### src/rtl/bsz_pkg.sv
package bsz_pkg;
  localparam int LANES = 4;

  typedef enum logic [0:0] {ST_IDLE = 1'b0, ST_BEAT = 1'b1} st_e;

  typedef struct packed {
    logic [2:0] nbytes;   // request bytes
    logic [2:0] wbytes;   // port bytes
    logic [2:0] bbytes;   // bytes per beat
    logic [2:0] beats;    // beat count
    logic       misalign;
  } plan_t;

  function automatic logic [2:0] port_bytes(input logic [1:0] ps);
    case (ps)
      2'b00:   return 3'd4;
      2'b01:   return 3'd1;
      default: return 3'd2;
    endcase
  endfunction

  function automatic logic [2:0] size_bytes(input logic [1:0] sz);
    case (sz)
      2'b00:   return 3'd1;
      2'b01:   return 3'd2;
      default: return 3'd4;
    endcase
  endfunction
endpackage

### src/rtl/bsz_plan.sv
module bsz_plan
  import bsz_pkg::*;
(
  input  logic [1:0] port_size,
  input  logic [1:0] req_size,
  input  logic [1:0] addr_lo,
  output plan_t      plan
);
  logic [2:0] n, w;

  always_comb begin
    n = size_bytes(req_size);
    w = port_bytes(port_size);
    plan.nbytes   = n;
    plan.wbytes   = w;
    plan.bbytes   = (n < w) ? n : w;
    if (n == 3'd4 && w == 3'd1)
      plan.beats = 3'd4;
    else if (n > w)
      plan.beats = 3'd2;
    else
      plan.beats = 3'd1;
    plan.misalign = ((n == 3'd2) && addr_lo[0]) ||
                    ((n == 3'd4) && (addr_lo != 2'b00));
  end
endmodule

### src/rtl/bsz_lanes.sv
module bsz_lanes
  import bsz_pkg::*;
#(
  parameter int AW = 24
) (
  input  plan_t             plan,
  input  logic [AW-1:0]     base,
  input  logic [1:0]        beat,
  input  logic [31:0]       wdata,
  input  logic              we,
  input  logic              active,
  output logic [AW-1:0]     addr,
  output logic [3:0]        be,
  output logic [31:0]       wlanes,
  output logic [3:0]        sel_valid,
  output logic [3:0][1:0]   sel_lane
);
  logic [3:0]    first;
  logic [1:0]    mask;
  logic [AW-1:0] beat_addr;
  logic [31:0]   wjust;
  logic [5:0]    shift;

  always_comb begin
    first     = {2'b00, beat} * {1'b0, plan.bbytes};
    mask      = plan.wbytes[1:0] - 2'd1;
    beat_addr = base + AW'(first);
    shift     = {(3'd4 - plan.nbytes), 3'b000};
    wjust     = wdata << shift;
    be        = 4'b0000;
    wlanes    = 32'h0;
    sel_valid = 4'b0000;
    sel_lane  = '0;
    for (int i = 0; i < LANES; i++) begin
      logic [3:0] idx;
      logic [1:0] lane;
      logic       inb;
      idx  = 4'(i);
      lane = (base[1:0] + 2'(i)) & mask;
      inb  = (idx < {1'b0, plan.nbytes}) && (idx >= first) &&
             (idx < first + {1'b0, plan.bbytes});
      sel_valid[i] = inb;
      sel_lane[i]  = lane;
      if (inb && we && active) begin
        be[3 - int'(lane)] = 1'b1;
        wlanes[8*(3 - int'(lane)) +: 8] = wjust[8*(3 - i) +: 8];
      end
    end
    if (!we && active) begin
      case (plan.wbytes)
        3'd1:    be = 4'b1000;
        3'd2:    be = 4'b1100;
        default: be = 4'b1111;
      endcase
    end
    addr = active ? (beat_addr & ~{{(AW-2){1'b0}}, mask}) : '0;
  end
endmodule

### src/rtl/bsz_gather.sv
module bsz_gather
  import bsz_pkg::*;
(
  input  logic             clk,
  input  logic             rst_n,
  input  logic             clear,
  input  logic             capture,
  input  logic [3:0]       sel_valid,
  input  logic [3:0][1:0]  sel_lane,
  input  logic [2:0]       nbytes,
  input  logic [31:0]      ext_rdata,
  output logic [31:0]      rdata
);
  logic [7:0] byte_q [LANES];
  logic [7:0] byte_d [LANES];
  logic [5:0] shift;

  always_comb begin
    for (int i = 0; i < LANES; i++) begin
      byte_d[i] = byte_q[i];
      if (clear)
        byte_d[i] = 8'h00;
      else if (capture && sel_valid[i])
        byte_d[i] = ext_rdata[8*(3 - int'(sel_lane[i])) +: 8];
    end
  end

  always_ff @(posedge clk or negedge rst_n) begin
    if (!rst_n) begin
      for (int i = 0; i < LANES; i++) byte_q[i] <= 8'h00;
    end else if (clear || capture) begin
      for (int i = 0; i < LANES; i++) byte_q[i] <= byte_d[i];
    end
  end

  always_comb begin
    shift = {(3'd4 - nbytes), 3'b000};
    rdata = {byte_q[0], byte_q[1], byte_q[2], byte_q[3]} >> shift;
  end
endmodule

### src/rtl/bus_sizer.sv
module bus_sizer
  import bsz_pkg::*;
#(
  parameter int AW = 24
) (
  input  logic          clk,
  input  logic          rst_n,
  input  logic          req_valid,
  input  logic [AW-1:0] req_addr,
  input  logic [1:0]    req_size,
  input  logic          req_write,
  input  logic [31:0]   req_wdata,
  input  logic [1:0]    port_size,
  output logic          busy,
  output logic          done,
  output logic          err,
  output logic [31:0]   rdata,
  output logic          ext_cyc,
  output logic          ext_we,
  output logic [AW-1:0] ext_addr,
  output logic [3:0]    ext_be,
  output logic [31:0]   ext_wdata,
  input  logic [31:0]   ext_rdata,
  input  logic          ext_ack
);
  st_e           st_q, st_d;
  logic [1:0]    k_q, k_d;
  logic [AW-1:0] addr_q;
  logic          we_q;
  logic [31:0]   wdata_q;
  plan_t         plan_q, plan_in;
  logic          done_q, done_d, err_q, err_d;
  logic          accept, load, beat_ack, last;
  logic [3:0]    sel_valid;
  logic [3:0][1:0] sel_lane;

  bsz_plan u_plan (
    .port_size (port_size),
    .req_size  (req_size),
    .addr_lo   (req_addr[1:0]),
    .plan      (plan_in)
  );

  bsz_lanes #(.AW(AW)) u_lanes (
    .plan      (plan_q),
    .base      (addr_q),
    .beat      (k_q),
    .wdata     (wdata_q),
    .we        (we_q),
    .active    (ext_cyc),
    .addr      (ext_addr),
    .be        (ext_be),
    .wlanes    (ext_wdata),
    .sel_valid (sel_valid),
    .sel_lane  (sel_lane)
  );

  bsz_gather u_gather (
    .clk       (clk),
    .rst_n     (rst_n),
    .clear     (load),
    .capture   (beat_ack && !we_q),
    .sel_valid (sel_valid),
    .sel_lane  (sel_lane),
    .nbytes    (plan_q.nbytes),
    .ext_rdata (ext_rdata),
    .rdata     (rdata)
  );

  always_comb begin
    accept   = (st_q == ST_IDLE) && req_valid;
    load     = accept && !plan_in.misalign;
    beat_ack = (st_q == ST_BEAT) && ext_ack;
    last     = ({1'b0, k_q} + 3'd1) == plan_q.beats;
    st_d     = st_q;
    k_d      = k_q;
    done_d   = 1'b0;
    err_d    = accept && plan_in.misalign;
    if (load) begin
      st_d = ST_BEAT;
      k_d  = 2'd0;
    end else if (beat_ack) begin
      if (last) begin
        st_d   = ST_IDLE;
        done_d = 1'b1;
      end else begin
        k_d = k_q + 2'd1;
      end
    end
  end

  always_ff @(posedge clk or negedge rst_n) begin
    if (!rst_n) begin
      st_q   <= ST_IDLE;
      k_q    <= 2'd0;
      done_q <= 1'b0;
      err_q  <= 1'b0;
    end else begin
      st_q   <= st_d;
      k_q    <= k_d;
      done_q <= done_d;
      err_q  <= err_d;
    end
  end

  always_ff @(posedge clk or negedge rst_n) begin
    if (!rst_n) begin
      addr_q  <= '0;
      we_q    <= 1'b0;
      wdata_q <= 32'h0;
      plan_q  <= '0;
    end else if (load) begin
      addr_q  <= req_addr;
      we_q    <= req_write;
      wdata_q <= req_wdata;
      plan_q  <= plan_in;
    end
  end

  always_comb begin
    busy    = (st_q != ST_IDLE);
    ext_cyc = (st_q == ST_BEAT);
    ext_we  = ext_cyc && we_q;
    done    = done_q;
    err     = err_q;
  end
endmodule

### config.mk
export PLATFORM = sky130hd
export DESIGN_NAME = bus_sizer
export DESIGN_NICKNAME = d
export VERILOG_FILES = /design/src/rtl/bsz_pkg.sv /design/src/rtl/bsz_plan.sv /design/src/rtl/bsz_lanes.sv /design/src/rtl/bsz_gather.sv /design/src/rtl/bus_sizer.sv
export SDC_FILE = /design/constraint.sdc
export NUM_CORES = 1
export LEC_CHECK = 0
export ABC_CLOCK_PERIOD_IN_PS = 3850
export BUFFER_PORTS_ARGS = -buffer_cell sky130_fd_sc_hd__buf_2
export CORE_ASPECT_RATIO = 0.5
export CORE_MARGIN = 4
export CORE_UTILIZATION = 30
export DETAILED_ROUTE_END_ITERATION = 10
export GPL_ROUTABILITY_DRIVEN = 1
export SLEW_MARGIN = 10
export SYNTH_ARGS = -nofsm -noshare
export SYNTH_HDL_FRONTEND = slang
export SYNTH_HIERARCHICAL = 1
export SYNTH_SLANG_ARGS = --single-unit
### constraint.sdc
create_clock -name clk -period 3.85 [get_ports clk]
set_input_delay 0.385 -clock clk [delete_from_list [all_inputs] [get_ports clk]]
set_output_delay 0.385 -clock clk [all_outputs]
set_load 0.01 [all_outputs]
==> flow_summary.toml <==
[run_status]
status = "finished with violations"
violations = "setup timing"

[die]
num_rows = 45
dieWidth_um = 259.1
design.core.area_um2 = 30690
start_util = 0.3082
die_y_um = 133.5
die-area_um2 = 34600
pin_count = 194

[setup_path]
worst-r2r-setup-slack_ns = 0.32
cp.arrival_ns = 3.67
reg2reg_depth = 13
crit_type = "reg2out"
regToRegStartpoint = "k_q[0]$_DFFE_PN0P_"
cp-start-kind = "register"
required_ns = 3.46
reg2reg_to = "u_gather/byte_q[22]$_DFFE_PN0P_"
cp-end-kind = "output pin"
critPathMaxFanout = 8

[final_layout]
layout-drive-gt1-share = 0.3702
area_delta_synth_final_pct = 24.56
num-nets-final = 1354
fin_area_um2 = 11780
fin_util = 0.3839

[drt]
route.final.wire_length_um = 32230
ant_nets = 0
wl_per_cell_um = 19.67
vias = 8935
vias_per_cell = 5.451
drtIter0Drc = 805
drc = 0
dr.pass1.iters = 6

[power_and_ir_drop]
power_density_nw_per_um2 = 890.5
peakVddDrop_mv = 0.4516
leakage_nw = 5.294

[grt]
grt_pass1_vias = 8906
antenna_found_initial = 5
use_met1 = 0.2300
grt_pass1_wl_um = 49770
grt_max_degree = 77
track_usage = 0.1811
grt_busiest_layer = "met2"
grtUsageMet3 = 0.04103
grt_overflow = 0
grt.met2_usage = 0.3028

[flow_run]
maxCapViolCount = 0

[sta]
fin_ws_ns = -0.2058
skew_ns = 0.007554
finalCritPeriodShare = 1.053
worst_pin_slew_ns = 0.9884
max_freq_mhz = 246.6
setup_viol = 33
period_minus_slack_ns = 4.056
setup_tns_ns = -3.922
slew_headroom = 0.3411
final_hold_viol_count = 0
whs_ns = 0.1653
drv_slew = 0
rsz0062_at_grt = "yes"

[cts]
cts_buffers = 9
insertion_delay_ns = 0.38
tritoncts = "done"
cts_buffer_depth = 2
clk_pin_slew_ns = 0.08
clock_sinks = 106
h-tree-depth = 3
root_buffer = "clkbuf_16"

[synthesis]
ys.warnings.count = 6
syn_area_per_cell_um2 = 9.419
netlist_area_um2 = 9457
syn_nets = 1150
syn-instance-count = 1004

[placed_design]
gp_congestion = 0.9223
portBuffers = 193
dpl.hpwl_um = 24430
dpl-instance-area_um2 = 10840
dp_slack_ns = -0.03240

[worst_hold_path]
hold_path.class = "in2async"
[critical path: stages (launching register included)]
cell and delay [ns]:
dfrtp_1 0.40, and2_4 0.17, ha_4 0.15, fa_2 0.46
ha_4 0.32, nand4_1 0.15, nand4_1 0.20, nor4b_4 0.40
a2111oi_4 0.13, buf_4 0.19, a221o_1 0.32, a32o_1 0.27
buf_2 0.15
[where the power goes]
part	leakage (nW)	internal [mW]	switching [mW]
sequential	1.32	1.63	0.617
clock	0.146	0.476	0.480
combinational	3.82	3.07	4.21
[layout make-up]
class | instances | area [µm²]
fillers | 3084 | 18910
clock inverters | 6 | 63.81
inverters | 36 | 135.1
diodes | 3 | 7.507
flip-flops and latches | 106 | 2655
clock buffers | 10 | 239.0
repair buffers | 261 | 1575
well taps | 423 | 529.3
multi-input cells | 794 | 6574
[state kept, by name, indices dropped and copies added, names as in the netlist]
| register | count |
|---|---|
| err | 1 |
| u_gather/byte_q | 32 |
| we_q | 1 |
| plan_q | 12 |
| busy | 1 |
| wdata_q | 32 |
| done | 1 |
| addr_q | 24 |
| k_q | 2 |
[cells in the final DEF, fill, tap and decap left out, types with 14 or more instances in the layout]
cell / n
a211oi_1: 27
a21oi_1: 33
a22oi_1: 29
a32o_1: 18
and2_1: 22
buf_2: 186
buf_4: 58
buf_6: 15
dfrtp_1: 104
ha_1: 41
inv_1: 34
mux2_1: 58
mux2_2: 77
mux2i_1: 32
nand2_1: 101
nand3_1: 15
nor2_1: 59
nor2b_1: 20
o21ai_0: 46
o221ai_2: 14
xor2_1: 16
[per-stage QoR]
stage / cells / power, mW
5_1_grt: 1639 / 11.21
2_1_floorplan: 1004 / 6.606
3_3_place_gp: 1599 / 8.439
6_report: 1639 / 10.49
4_1_cts: 1630 / 10.16
3_5_place_dp: 1599 / 8.565
[how the worst max path moves through the flow]
stage                                     start       endpoint  slack [ns]  depth (start not counted)
final                        k_q[0]$_DFFE_PN0P_  ext_wdata[29]       -0.21                         12
after global routing         k_q[0]$_DFFE_PN0P_  ext_wdata[29]       -0.30                         12
after CTS                    k_q[0]$_DFFE_PN0P_  ext_wdata[29]       -0.25                         12
after detailed placement  plan_q[5]$_DFFE_PN0P_   ext_wdata[5]       -0.03                         12
after global placement    plan_q[5]$_DFFE_PN0P_   ext_wdata[5]        0.08                         12
after floorplan              k_q[0]$_DFFE_PN0P_  ext_wdata[29]        0.04                         13
[per-layer routing]
layer  up-vias  wire length [µm]
li1       4129                 -
met3        65              1796
met2       300             15640
met5         -                21
met4         4               775
met1      4437             14000
[repair_timing]
| action | 4_1_cts | 5_1_grt |
|---|---|---|
| pin swaps | 37 | 27 |
| resized for setup | 63 | 36 |
| hold buffers | 0 | 0 |
| endpoints found under the setup margin | 49 | 51 |
| buffers inserted | 16 | 9 |
Power figures use the tool's default switching activity.
